===== src/rtl/ecc_fault_pkg.sv =====
package ecc_fault_pkg;
  localparam int EVT_W = 30;

  typedef enum logic [1:0] {
    SEV_NONE   = 2'd0,
    SEV_SINGLE = 2'd1,
    SEV_DOUBLE = 2'd2,
    SEV_MULTI  = 2'd3
  } sev_e;

  localparam int B_EEH    = 0;
  localparam int B_RF_RE  = 1;
  localparam int B_RF_UE  = 2;
  localparam int B_TAG_RE = 3;
  localparam int B_DAT_RE = 4;
  localparam int B_TLB_RE = 19;
  localparam int B_TLB_UE = 20;
  localparam int B_TLB_SW = 21;

  localparam logic [EVT_W-1:0] EVT_USED_MASK =
    (EVT_W'(1) << B_EEH)    | (EVT_W'(1) << B_RF_RE)  | (EVT_W'(1) << B_RF_UE) |
    (EVT_W'(1) << B_TAG_RE) | (EVT_W'(1) << B_DAT_RE) | (EVT_W'(1) << B_TLB_RE) |
    (EVT_W'(1) << B_TLB_UE) | (EVT_W'(1) << B_TLB_SW);

  function automatic logic is_err(input logic [1:0] sev);
    return sev != SEV_NONE;
  endfunction

  function automatic logic is_single(input logic [1:0] sev);
    return sev == SEV_SINGLE;
  endfunction

  function automatic logic is_multi(input logic [1:0] sev);
    return sev[1];
  endfunction
endpackage


===== src/rtl/ecc_event_reg.sv =====
module ecc_event_reg #(
  parameter int W = 30
) (
  input  logic         clk_i,
  input  logic         rst_ni,
  input  logic [W-1:0] evt_d_i,
  output logic [W-1:0] evt_q_o,
  output logic         vld_q_o
);
  always_ff @(posedge clk_i or negedge rst_ni) begin
    if (!rst_ni) begin
      evt_q_o <= '0;
      vld_q_o <= 1'b0;
    end else begin
      evt_q_o <= evt_d_i;
      vld_q_o <= |evt_d_i;
    end
  end
endmodule


===== src/rtl/ecc_refetch_ctl.sv =====
module ecc_refetch_ctl #(
  parameter int IDX_W = 6
) (
  input  logic             clk_i,
  input  logic             rst_ni,
  input  logic             err_i,
  input  logic [IDX_W-1:0] idx_i,
  input  logic             ack_i,
  output logic             req_o,
  output logic [IDX_W-1:0] idx_o
);
  logic still_busy;
  assign still_busy = req_o & ~ack_i;

  always_ff @(posedge clk_i or negedge rst_ni) begin
    if (!rst_ni) begin
      req_o <= 1'b0;
      idx_o <= '0;
    end else if (!still_busy) begin
      req_o <= err_i;
      if (err_i) idx_o <= idx_i;
    end
  end
endmodule


===== src/rtl/ecc_ee_flag.sv =====
module ecc_ee_flag (
  input  logic clk_i,
  input  logic rst_ni,
  input  logic set_i,
  input  logic clr_i,
  output logic flag_o
);
  always_ff @(posedge clk_i or negedge rst_ni) begin
    if (!rst_ni)     flag_o <= 1'b0;
    else if (set_i)  flag_o <= 1'b1;  // set wins over clear
    else if (clr_i)  flag_o <= 1'b0;
  end
endmodule


===== src/rtl/ecc_fault_router.sv =====
module ecc_fault_router
  import ecc_fault_pkg::*;
#(
  parameter int IDX_W = 6
) (
  input  logic             clk_i,
  input  logic             rst_ni,
  input  logic             ecc_en_i,
  input  logic             ecc_exc_en_i,
  input  logic             handler_mode_i,
  input  logic [1:0]       rf_sev_i,
  input  logic [1:0]       ic_tag_sev_i,
  input  logic [1:0]       ic_dat_sev_i,
  input  logic [IDX_W-1:0] ic_idx_i,
  input  logic [1:0]       tlb_sev_i,
  input  logic             tlb_sw_i,
  input  logic             tlb_ee_clr_i,
  input  logic             tlb_inval_i,
  input  logic             refetch_ack_i,
  output logic             rf_fix_o,
  output logic             exc_req_o,
  output logic             refetch_req_o,
  output logic [IDX_W-1:0] refetch_idx_o,
  output logic             tlb_ee_o,
  output logic [EVT_W-1:0] evt_data_o,
  output logic             evt_valid_o
);
  logic rf_re, rf_ue, tag_re, dat_re, tlb_re, tlb_ue, tlb_swe, exc_cond;
  logic [EVT_W-1:0] evt_d;

  assign rf_re    = is_single(rf_sev_i);
  assign rf_ue    = is_multi(rf_sev_i);
  assign tag_re   = is_err(ic_tag_sev_i);
  assign dat_re   = is_err(ic_dat_sev_i);
  assign tlb_re   = ~tlb_sw_i & is_single(tlb_sev_i);
  assign tlb_ue   = ~tlb_sw_i & is_multi(tlb_sev_i);
  assign tlb_swe  =  tlb_sw_i & is_err(tlb_sev_i);
  assign exc_cond = rf_ue | tlb_ue;

  always_comb begin
    evt_d           = '0;
    evt_d[B_EEH]    = exc_cond & handler_mode_i;
    evt_d[B_RF_RE]  = rf_re;
    evt_d[B_RF_UE]  = rf_ue;
    evt_d[B_TAG_RE] = tag_re;
    evt_d[B_DAT_RE] = dat_re;
    evt_d[B_TLB_RE] = tlb_re;
    evt_d[B_TLB_UE] = tlb_ue;
    evt_d[B_TLB_SW] = tlb_swe;
  end

  ecc_event_reg #(.W(EVT_W)) u_evt (
    .clk_i   (clk_i),
    .rst_ni  (rst_ni),
    .evt_d_i (evt_d),
    .evt_q_o (evt_data_o),
    .vld_q_o (evt_valid_o)
  );

  ecc_refetch_ctl #(.IDX_W(IDX_W)) u_refetch (
    .clk_i  (clk_i),
    .rst_ni (rst_ni),
    .err_i  (tag_re | dat_re),
    .idx_i  (ic_idx_i),
    .ack_i  (refetch_ack_i),
    .req_o  (refetch_req_o),
    .idx_o  (refetch_idx_o)
  );

  ecc_ee_flag u_ee (
    .clk_i  (clk_i),
    .rst_ni (rst_ni),
    .set_i  (tlb_swe),
    .clr_i  (tlb_ee_clr_i | tlb_inval_i),
    .flag_o (tlb_ee_o)
  );

  always_ff @(posedge clk_i or negedge rst_ni) begin
    if (!rst_ni) begin
      rf_fix_o  <= 1'b0;
      exc_req_o <= 1'b0;
    end else begin
      rf_fix_o  <= rf_re;
      exc_req_o <= exc_cond & ecc_en_i & ecc_exc_en_i;
    end
  end
endmodule


===== config.mk =====
export PLATFORM = sky130hd
export DESIGN_NAME = ecc_fault_router
export DESIGN_NICKNAME = d
export VERILOG_FILES = /design/src/rtl/ecc_fault_pkg.sv /design/src/rtl/ecc_event_reg.sv /design/src/rtl/ecc_refetch_ctl.sv /design/src/rtl/ecc_ee_flag.sv /design/src/rtl/ecc_fault_router.sv
export SDC_FILE = /design/constraint.sdc
export NUM_CORES = 1
export LEC_CHECK = 0
export ABC_AREA = 1
export CAP_MARGIN = 20
export CORE_ASPECT_RATIO = 1.2
export CORE_UTILIZATION = 31
export CTS_BUF_LIST = sky130_fd_sc_hd__clkbuf_4
export DETAILED_ROUTE_END_ITERATION = 12
export PLACE_DENSITY = 0.77
export SETUP_SLACK_MARGIN = 0.2
export SLEW_MARGIN = 15
export SYNTH_ARGS = -nofsm -noshare
export SYNTH_HDL_FRONTEND = slang
export SYNTH_SLANG_ARGS = --single-unit

===== constraint.sdc =====
create_clock -name clk_i -period 0.8 [get_ports clk_i]
set_input_delay 0.16 -clock clk_i [delete_from_list [all_inputs] [get_ports clk_i]]
set_output_delay 0.16 -clock clk_i [all_outputs]
set_load 0.005 [all_outputs]

* Word-level counts from Yosys, hierarchy flattened
Cells that the tools add are included.
** Storage, ports and cells
- Register bits after elaboration :: 19
- Latch bits :: 0
- RAM bits :: 0
- Memory bits (read-only) :: 0
- Bits of input ports :: 23
- Output and inout bits :: 41
- Word-level logic and storage cells :: 30
- Memories kept :: 0
** Cells by class
- $add $sub $neg :: 0
- $mul :: 0
- Divide/modulo/power cells :: 0
- Magnitude comparators :: 0
- Equal/unequal tests :: 2
- Shifts and indexed selects :: 0
- Mux-type cells :: 2
- Bitwise gates (word level) :: 13
- Reductions and logical operators :: 6
** Operators by type and width (number)
- nonzero test 2 bit :: 4
- OR reduction 8 bit :: 1
- bitwise AND 1 bit :: 7
- == test 2 x 1 -> 1 bit (second input constant) :: 2
- NOT 1 bit :: 3
- bitwise OR 1 bit :: 3
- 2-to-1 mux 1 bit :: 2
- AND reduction 2 bit :: 1

* Logic depth before layout (Yosys ltp)
Gate-level depths: netlist of the first run.
- Word-level depth :: 5
- Mapped depth :: 5
- Mapped depth without buffers :: 5

* By module
From an unflattened synthesis of the first run, not the netlist that was laid out.
** Unflattened totals
- Cell total of the unflattened synthesis :: 138
- Area total of the unflattened synthesis :: 1422.6 um^2
** By module, submodules not included
- ecc_event_reg :: times used 1, cells an instance 79, area an instance 959.7 um^2, sequential area each 775.7 um^2
- ecc_refetch_ctl :: times used 1, cells an instance 29, area an instance 275.3 um^2, sequential area each 175.2 um^2
- ecc_fault_router :: times used 1, cells an instance 25, area an instance 147.6 um^2, sequential area each 50.0 um^2
- ecc_ee_flag :: times used 1, cells an instance 5, area an instance 40.0 um^2, sequential area each 25.0 um^2

* Least setup slack after synthesis of the first run
No wires, ideal clock.
- Path type :: reg-to-reg
- Start :: register u_refetch.req_o
- End :: register u_refetch.idx_o[0]
- Library setup time :: 0.116 ns
- Arrival :: 0.693 ns
- Data required time :: 0.684 ns
- Slack :: -0.010 ns
- Stages on the path, launching flop included :: 5
- Path buffers :: 0
- Clock period less this slack :: 0.810 ns
- Cells stage by stage :: dfrtp_1 -> nand2_8 -> nand2_4 -> nand2_1 -> nand2_1
** On the way
- Longest elaborated chain between the ends :: 3
** RTL lines
- start: declaration :: line ecc_refetch_ctl.sv:9 : output logic req_o,
- start signal: assignment :: line ecc_refetch_ctl.sv:20 : req_o <= err_i;
- bitwise AND 1 bit :: line ecc_refetch_ctl.sv:13 : assign still_busy = req_o & ~ack_i;
- NOT 1 bit (no line)
- AND reduction 2 bit (no line)
- end signal: assignment :: line ecc_refetch_ctl.sv:21 : if (err_i) idx_o <= idx_i;
- end: declaration :: line ecc_refetch_ctl.sv:10 : output logic [IDX_W-1:0] idx_o
Every way passes these cells.
A chain may end at the register's enable or synchronous reset.

* Worst setup path in the final report of the first run
- Start :: register u_refetch.req_o
- End :: output port refetch_req_o
** RTL lines
- end: declaration :: line ecc_fault_router.sv:22 : output logic refetch_req_o,
No word-level cell between the ends.

==> results of run 1 <==
registers in the layout, summed over array words and instances, names as in the netlist:
| register | flops |
|---|---|
| u_refetch.idx_o | 6 |
| u_refetch.req_o | 1 |
| u_evt.evt_q_o | 8 |
| u_evt.vld_q_o | 1 |
| exc_req_o | 1 |
| u_ee.flag_o | 1 |
what timing repair did:
item,4_1_cts,5_1_grt
buffers inserted,1,7
gates resized for setup,87,5
pin swaps,8,5
setup endpoints to repair,36,29
cells by family (layout without fill, tap and decap cells):
logic type / Yosys count / count (layout) / synth area share (%)
simple gates: 38 / 38 / 23.1
other cells: 1 / 22 / 0.436
buf+inv: 32 / 74 / 24.0
flops: 18 / 18 / 52.4
Yosys cell counts:
cell | number | area share, %
nand2_1 | 19 | 8.3
nand2_8 | 1 | 2.3
nor3_1 | 2 | 1.2
nand3_1 | 6 | 3.5
nor2_4 | 2 | 2.6
inv_1 | 8 | 3.5
conb_1 | 1 | 0.44
nand2_4 | 2 | 2.6
dfrtp_1 | 18 | 52
nor2_1 | 6 | 2.6
inv_2 | 1 | 0.44
buf_4 | 23 | 20
per-stage QoR:
step | instance area [µm²] | instances | TNS, ns | utilization [%]
2_1_floorplan | 943 | 110 | 0 | -
3_5_place_dp | 1320 | 173 | -7.92 | 51.3
5_1_grt | 1330 | 185 | -4.90 | 51.4
3_3_place_gp | 1320 | 173 | -7.36 | 51.3
4_1_cts | 1260 | 178 | -3.84 | 48.8
6_report | 1330 | 185 | -3.61 | 51.4
layout make-up:
| type | count | area (µm²) |
|---|---|---|
| clock buffers | 3 | 22.5 |
| clock inverters | 1 | 3.75 |
| fillers | 256 | 1250 |
| inverters | 9 | 33.8 |
| multi-input cells | 60 | 298 |
| flip-flops and latches | 18 | 452 |
| well taps | 33 | 41.3 |
| repair buffers | 61 | 474 |
layer usage:
| metal | global-route usage (%) | up-vias |
|---|---|---|
| met5 | 0 | - |
| met2 | 23.4 | 46 |
| li1 | - | 347 |
| met3 | 4.33 | 2 |
| met4 | 10.6 | 0 |
| met1 | 12.8 | 311 |
report_power, final:
group          switching (µW)  internal [µW]  total, µW
combinational             190            261        451
sequential               25.6            970        996
clock                     258            181        439
total                     473           1410       1890
how the worst max path moves through the flow:
stage,start,end,slack [ns],cells after the start
final,u_refetch.req_o,refetch_req_o,-0.18,1
after global routing,u_refetch.req_o,refetch_req_o,-0.23,1
after CTS,u_refetch.req_o,refetch_req_o,-0.19,1
after detailed placement,ic_tag_sev_i[1],u_refetch.idx_o[2],-0.37,6
after global placement,ic_tag_sev_i[1],u_refetch.idx_o[1],-0.33,6
after floorplan,u_refetch.req_o,u_refetch.idx_o[0],0.02,4
==> flow_summary_export.csv, run 1 <==
group,metric,value,unit
synthesis,synth-seq-cells,18,
power_and_ir_drop,ir_drop,0.000487,V
layout,nets,176,
detailed_routing,drt_iter0_markers,10,
setup_path,r2r_slack,-0.13,ns
floorplan,ios,64,
setup_path,r2r-end,"u_refetch.idx_o[3]",
floorplan,die_area,0.00299,mm²
detailed_routing,wl_met1,699,µm
placement,place_congestion,0.776,
detailed_routing,antenna_left,0,
global_route,grt.overflow.total,0,
setup_path,start_kind,"flop",
timing,fin_ws,-0.177,ns
placement,portBuffers,41,
timing,max_freq,1.02,GHz
detailed_routing,drt-vias-per-instance,3.82,
timing,min_period_over_period,122,%
timing,rsz0062_at_grt,"yes",
cts,cts_root_buf,"clkbuf_4",
timing,holdWs,0.129,ns
global_route,antenna_found_initial,0,
detailed_routing,wl_per_cell,9.86,µm
setup_path,critPathMaxStageDelay,0.41,ns
setup_path,path_class,"flop to primary output",
setup_path,crit_path_end_kind,"primary output",
layout,diodes,0,
setup_path,cp_cell_sequence,"buf_2",
setup_path,worstPathMaxFanout,2,
detailed_routing,drc,0,
floorplan,die_h,59.7,µm
layout,area_growth,54.1,%
min_path,whs_path_depth,3,
placement,place_ws,-0.371,ns
setup_path,reg2reg_depth,5,
setup_path,crit_required,0.64,ns
setup_path,cp_num_buf_inv,1,
power_and_ir_drop,leakage,0.000737,µW
power_and_ir_drop,p_total,1890,µW
timing,finalSetupViolations,26,
outcome,violations,"negative setup slack",
detailed_routing,highest_layer,"met4",
synthesis,yosysWarnings,0,
global_route,grt_pass1_vias,660,
global_route,track_usage,13.4,%
setup_path,arrival,0.82,ns
global_route,grt_pass1_wl,2840,µm
job,maxCapViolCount,0,
cts,cts_tree,"yes",
timing,hold_viol_final,0,
cts,htreeDepth,1,
synthesis,ys_seq_area_share,52.4,%
cts,cts_buffers,3,
detailed_routing,drt_first_pass_iters,4,
placement,dpl.hpwl,1410,µm
detailed_routing,wl_met3,206,µm
synthesis,syn_inst,89,
cts,clockBufferDepth,2,
floorplan,core,0.00258,mm²
setup_path,rr_startpoint,"u_refetch.req_o",
detailed_routing,vias,706,
global_route,grt_start_max_net_pins,19,
layout,drive_gt1_share,34.2,%
synthesis,avgSynthCellArea,9.66,µm²
floorplan,die_x,50.1,µm
synthesis,syn_area,860,µm²
layout,layout_commonest_cell,"conb_1",
power_and_ir_drop,powerDensity,1420,mW/mm²
detailed_routing,drt_wl_total,1820,µm
setup_path,cp_slowest_cell,"dfrtp_2",
min_path,min_path_type,"primary input to flop",
min_path,min_to,"u_evt.evt_q_o[1]",
detailed_routing,wl_met2,896,µm
cts,clkSinkCount,18,
cts,clk_latency,0.28,ns
timing,drv_slew,0,
setup_path,crit_family,"flip-flops",
min_path,min-delay-start,"rf_sev_i[0]",
cts,cts_hold_buf,0,
floorplan,initial_utilization,33.3,%
timing,period_minus_slack,0.977,ns
layout,mostFrequentLayoutCells,"conb_1, buf_2, buf_4",
outcome,status,"finished with violations",
cts,clk_pin_slew_worst_paths,0.10,ns
timing,fin_skew,0.00527,ns
floorplan,rows,20,
synthesis,yosys.cell_types.count,12,
(Power assumes the default switching activity.)
==> run 2, diff against run 1 <==
--- a/config.mk
+++ b/config.mk
@@ -17,3 +17,4 @@
 export SYNTH_ARGS = -nofsm -noshare
 export SYNTH_HDL_FRONTEND = slang
 export SYNTH_SLANG_ARGS = --single-unit
+export TNS_END_PERCENT = 5
==> flow_summary_export.csv, run 2 (same netlist as run 1, synthesis figures left out) <==
group,metric,value,unit
outcome,status,"finished with violations",
outcome,violations,"negative setup slack",
cts,cts_tree,"yes",
cts,cts_hold_buf,0,
timing,min_period_over_period,121,%
detailed_routing,wl_per_cell,9.56,µm
placement,dpl.hpwl,1350,µm
global_route,track_usage,12.4,%
timing,max_freq,1.04,GHz
setup_path,rr_startpoint,"u_refetch.req_o",
detailed_routing,antenna_left,0,
timing,period_minus_slack,0.965,ns
setup_path,path_class,"flop to primary output",
global_route,grt.overflow.total,0,
cts,cts_root_buf,"clkbuf_4",
timing,drv_slew,0,
power_and_ir_drop,p_total,1880,µW
power_and_ir_drop,ir_drop,0.000826,V
setup_path,cp_cell_sequence,"buf_2",
detailed_routing,wl_met3,164,µm
detailed_routing,highest_layer,"met3",
setup_path,r2r-end,"u_refetch.idx_o[2]",
global_route,antenna_found_initial,0,
detailed_routing,wl_met1,595,µm
placement,placed_cells,172,
global_route,grt_pass1_vias,678,
power_and_ir_drop,leakage,0.000721,µW
layout,top_register,"u_evt.evt_q_o",
cts,cts_buffers,3,
layout,area_growth,51.8,%
setup_path,arrival,0.80,ns
layout,layout_commonest_cell,"conb_1",
cts,htreeDepth,1,
layout,diodes,0,
detailed_routing,wl_met2,981,µm
setup_path,cp_slowest_cell,"dfrtp_2",
layout,nets,173,
layout,largest_reg_flops,8,
detailed_routing,drt_iter0_markers,6,
detailed_routing,drt_first_pass_iters,3,
floorplan,die_x,50.1,µm
detailed_routing,drt_wl_total,1740,µm
cts,clkSinkCount,18,
global_route,grt_pass1_wl,2710,µm
floorplan,rows,20,
floorplan,die_area,0.00299,mm²
setup_path,crit_required,0.64,ns
setup_path,reg2reg_depth,5,
timing,finalSetupViolations,25,
global_route,grt_start_max_net_pins,19,
timing,rsz0062_at_grt,"yes",
floorplan,core,0.00258,mm²
job,maxCapViolCount,0,
cts,clk_latency,0.28,ns
placement,place_ws,-0.375,ns
timing,fin_ws,-0.165,ns
min_path,min_to,"u_evt.evt_q_o[1]",
floorplan,initial_utilization,33.3,%
setup_path,cp_num_buf_inv,1,
floorplan,ios,64,
timing,holdWs,0.154,ns
floorplan,die_h,59.7,µm
setup_path,crit_path_end_kind,"primary output",
layout,drive_gt1_share,36.2,%
setup_path,worstPathMaxFanout,2,
cts,clk_pin_slew_worst_paths,0.09,ns
setup_path,critPathMaxStageDelay,0.41,ns
setup_path,r2r_slack,-0.13,ns
setup_path,crit_family,"flip-flops",
min_path,whs_path_depth,3,
timing,hold_viol_final,0,
detailed_routing,drc,0,
placement,portBuffers,41,
layout,mostFrequentLayoutCells,"conb_1, buf_2, nand2_1, dfrtp_1, buf_4",
placement,place_congestion,0.752,
power_and_ir_drop,powerDensity,1440,mW/mm²
detailed_routing,vias,683,
layout,fin_cells,182,
timing,fin_skew,0.00228,ns
setup_path,start_kind,"flop",
cts,clockBufferDepth,2,
min_path,min_path_type,"primary input to flop",
detailed_routing,drt-vias-per-instance,3.75,
min_path,min-delay-start,"rf_sev_i[0]",
layout,largest_registers,"u_evt.evt_q_o: 8 flops, u_refetch.idx_o: 6 flops",
## run 2: per-stage QoR
| step | utilization [%] | instance area (µm²) | TNS (ns) |
|---|---|---|---|
| 3_3_place_gp | 51.0 | 1310 | -7.17 |
| 2_1_floorplan | - | 940 | 0 |
| 5_1_grt | 50.6 | 1310 | -4.39 |
| 4_1_cts | 50.4 | 1300 | -3.58 |
| 6_report | 50.6 | 1310 | -3.33 |
| 3_5_place_dp | 51.0 | 1310 | -7.68 |
## run 2: area by class of cell
cell class / count / area [µm²]
sequential: 18 / 452
fill: 256 / 1270
clock inverter: 1 / 3.75
timing repair buffer: 58 / 450
inverter: 9 / 33.8
multi-input combinational: 60 / 302
clock buffer: 3 / 22.5
tap: 33 / 41.3
## run 2: worst max path at each step
stage / from / to / slack, ns / depth (start not counted)
after floorplan: u_refetch.req_o / u_refetch.idx_o[0] / 0.02 / 4
after global placement: ic_tag_sev_i[1] / u_refetch.idx_o[5] / -0.32 / 6
after detailed placement: ic_tag_sev_i[1] / u_refetch.idx_o[2] / -0.38 / 6
after CTS: u_refetch.req_o / refetch_req_o / -0.18 / 1
after global routing: u_ee.flag_o / tlb_ee_o / -0.21 / 1
final: u_refetch.req_o / refetch_req_o / -0.16 / 1
## run 2: where the power goes
| group | switching [µW] | internal, µW |
|---|---|---|
| clock network | 252 | 181 |
| registers | 22.8 | 970 |
| logic | 194 | 257 |
## run 2: per-layer routing
metal | vias up | GRT usage (%)
met3 | 0 | 2.54
li1 | 342 | -
met4 | 0 | 4.90
met1 | 300 | 12.3
met5 | - | 0
met2 | 41 | 24.8
## run 2: timing repair
item / in CTS / in global routing
pin swaps: 6 / 4
resized for setup: 92 / 3
setup buffers: 6 / 0
endpoints found under the setup margin: 36 / 29
==> run 3, diff against run 2 <==
--- a/config.mk
+++ b/config.mk
@@ -6,12 +6,12 @@
 export NUM_CORES = 1
 export LEC_CHECK = 0
 export ABC_AREA = 1
-export CAP_MARGIN = 20
+export CAP_MARGIN = 0
 export CORE_ASPECT_RATIO = 1.2
-export CORE_UTILIZATION = 31
+export CORE_UTILIZATION = 35
 export CTS_BUF_LIST = sky130_fd_sc_hd__clkbuf_4
 export DETAILED_ROUTE_END_ITERATION = 12
-export PLACE_DENSITY = 0.77
+export PLACE_DENSITY = 0.9
 export SETUP_SLACK_MARGIN = 0.2
 export SLEW_MARGIN = 15
 export SYNTH_ARGS = -nofsm -noshare
==> constraint.sdc (replaced) <==
create_clock -name clk_i -period 1 [get_ports clk_i]
set_input_delay 0.2 -clock clk_i [delete_from_list [all_inputs] [get_ports clk_i]]
set_output_delay 0.2 -clock clk_i [all_outputs]
set_load 0.005 [all_outputs]
==> flow_summary_export.csv, run 3 (same netlist as run 1, synthesis figures left out) <==
group,metric,value,unit
cts,cts_root_buf,"clkbuf_4",
timing,rsz0062_at_grt,"yes",
layout,diodes,0,
detailed_routing,drc,0,
placement,place_congestion,0.636,
min_path,min_to,"u_evt.evt_q_o[19]",
global_route,grt.overflow.total,0,
setup_path,crit_required,0.80,ns
setup_path,reg2reg_depth,5,
detailed_routing,vias,691,
setup_path,worstPathMaxFanout,2,
outcome,violations,"negative setup slack",
layout,nets,168,
floorplan,rows,19,
setup_path,start_kind,"flop",
detailed_routing,antenna_left,0,
global_route,grt_pass1_wl,2940,µm
min_path,min-delay-start,"tlb_sev_i[1]",
setup_path,crit_family,"flip-flops",
power_and_ir_drop,powerDensity,1170,mW/mm²
global_route,grt_start_max_net_pins,19,
setup_path,r2r-end,"u_refetch.idx_o[3]",
timing,holdWs,0.140,ns
cts,cts_buffers,3,
setup_path,cp_slowest_cell,"dfrtp_2",
layout,largest_reg_flops,8,
setup_path,path_class,"flop to primary output",
timing,min_period_over_period,102,%
cts,clk_pin_slew_worst_paths,0.10,ns
floorplan,die_area,0.00266,mm²
placement,dpl.hpwl,1460,µm
layout,top_register,"u_evt.evt_q_o",
cts,htreeDepth,1,
cts,clockBufferDepth,2,
floorplan,die_x,47.2,µm
timing,hold_viol_final,0,
global_route,antenna_found_initial,0,
global_route,grt_pass1_vias,708,
detailed_routing,drt_iter0_markers,11,
power_and_ir_drop,p_total,1480,µW
layout,drive_gt1_share,31.9,%
floorplan,ios,64,
setup_path,rr_startpoint,"u_refetch.req_o",
layout,mostFrequentLayoutCells,"conb_1, nand2_1, buf_2",
setup_path,arrival,0.82,ns
layout,layout_commonest_cell,"conb_1",
timing,fin_skew,0.00217,ns
layout,area_growth,47.2,%
placement,place_ws,-0.215,ns
placement,portBuffers,41,
detailed_routing,drt-vias-per-instance,3.95,
cts,cts_hold_buf,0,
timing,period_minus_slack,1.02,ns
cts,clkSinkCount,18,
global_route,track_usage,16.1,%
setup_path,cp_num_buf_inv,1,
detailed_routing,wl_per_cell,10.4,µm
setup_path,critPathMaxStageDelay,0.42,ns
cts,clk_latency,0.28,ns
floorplan,die_h,56.3,µm
power_and_ir_drop,ir_drop,0.000665,V
layout,largest_registers,"u_evt.evt_q_o: 8 flops, u_refetch.idx_o: 6 flops",
min_path,min_path_type,"primary input to flop",
detailed_routing,drt_wl_total,1830,µm
detailed_routing,drt_first_pass_iters,4,
floorplan,core,0.00231,mm²
cts,cts_tree,"yes",
timing,max_freq,0.985,GHz
timing,drv_slew,0,
setup_path,cp_cell_sequence,"buf_6",
job,maxCapViolCount,0,
outcome,status,"finished with violations",
timing,finalSetupViolations,4,
setup_path,r2r_slack,0.05,ns
floorplan,initial_utilization,37.3,%
min_path,whs_path_depth,2,
timing,fin_ws,-0.0155,ns
setup_path,crit_path_end_kind,"primary output",
power_and_ir_drop,leakage,0.000710,µW
-- run 3: area by class of cell --
type	count	area [µm²]
clock buffer	3	22.5
clock inverter	1	3.75
fill	231	1040
inverter	9	33.8
multi-input combinational	60	300
sequential	18	452
tap	31	38.8
timing repair buffer	53	414
-- run 3: through the flow --
stage | TNS [ns] | utilization, % | instance area (µm²) | std cells
finish | -0.0188 | 54.9 | 1260 | 175
floorplan | 0 | - | 940 | 110
global placement | -1.63 | 55.0 | 1270 | 166
CTS | -0.0866 | 54.3 | 1250 | 175
detailed placement | -2.23 | 55.0 | 1270 | 166
global route | -0.681 | 54.9 | 1260 | 175
-- run 3: how the worst max path moves through the flow --
stage,start,slack [ns],depth (start not counted),end
after detailed placement,ic_tag_sev_i[1],-0.21,6,u_refetch.idx_o[3]
after global routing,u_refetch.req_o,-0.06,1,refetch_req_o
after CTS,u_refetch.req_o,-0.02,1,refetch_req_o
after global placement,ic_tag_sev_i[1],-0.16,6,u_refetch.idx_o[5]
final,u_refetch.req_o,-0.02,1,refetch_req_o
after floorplan,u_refetch.req_o,0.21,4,u_refetch.idx_o[0]
-- run 3: metal layers --
metal / routed length (µm) / global-route usage (%)
met5: 0 / 0
met3: 174 / 6.11
met2: 1010 / 28.2
met1: 608 / 15.1
met4: 36 / 8.16
-- run 3: report_power, final --
group / internal [µW] / switching (µW) / leakage, µW
clock: 145 / 208 / 0.0000154
combinational: 180 / 151 / 0.000483
sequential: 776 / 18.9 / 0.000212
total: 1100 / 377 / 0.000710
-- run 3: what timing repair did --
action	4_1_cts	5_1_grt
setup endpoints to repair	28	29
pin swaps	4	2
resized for setup	82	6
setup buffers	5	0
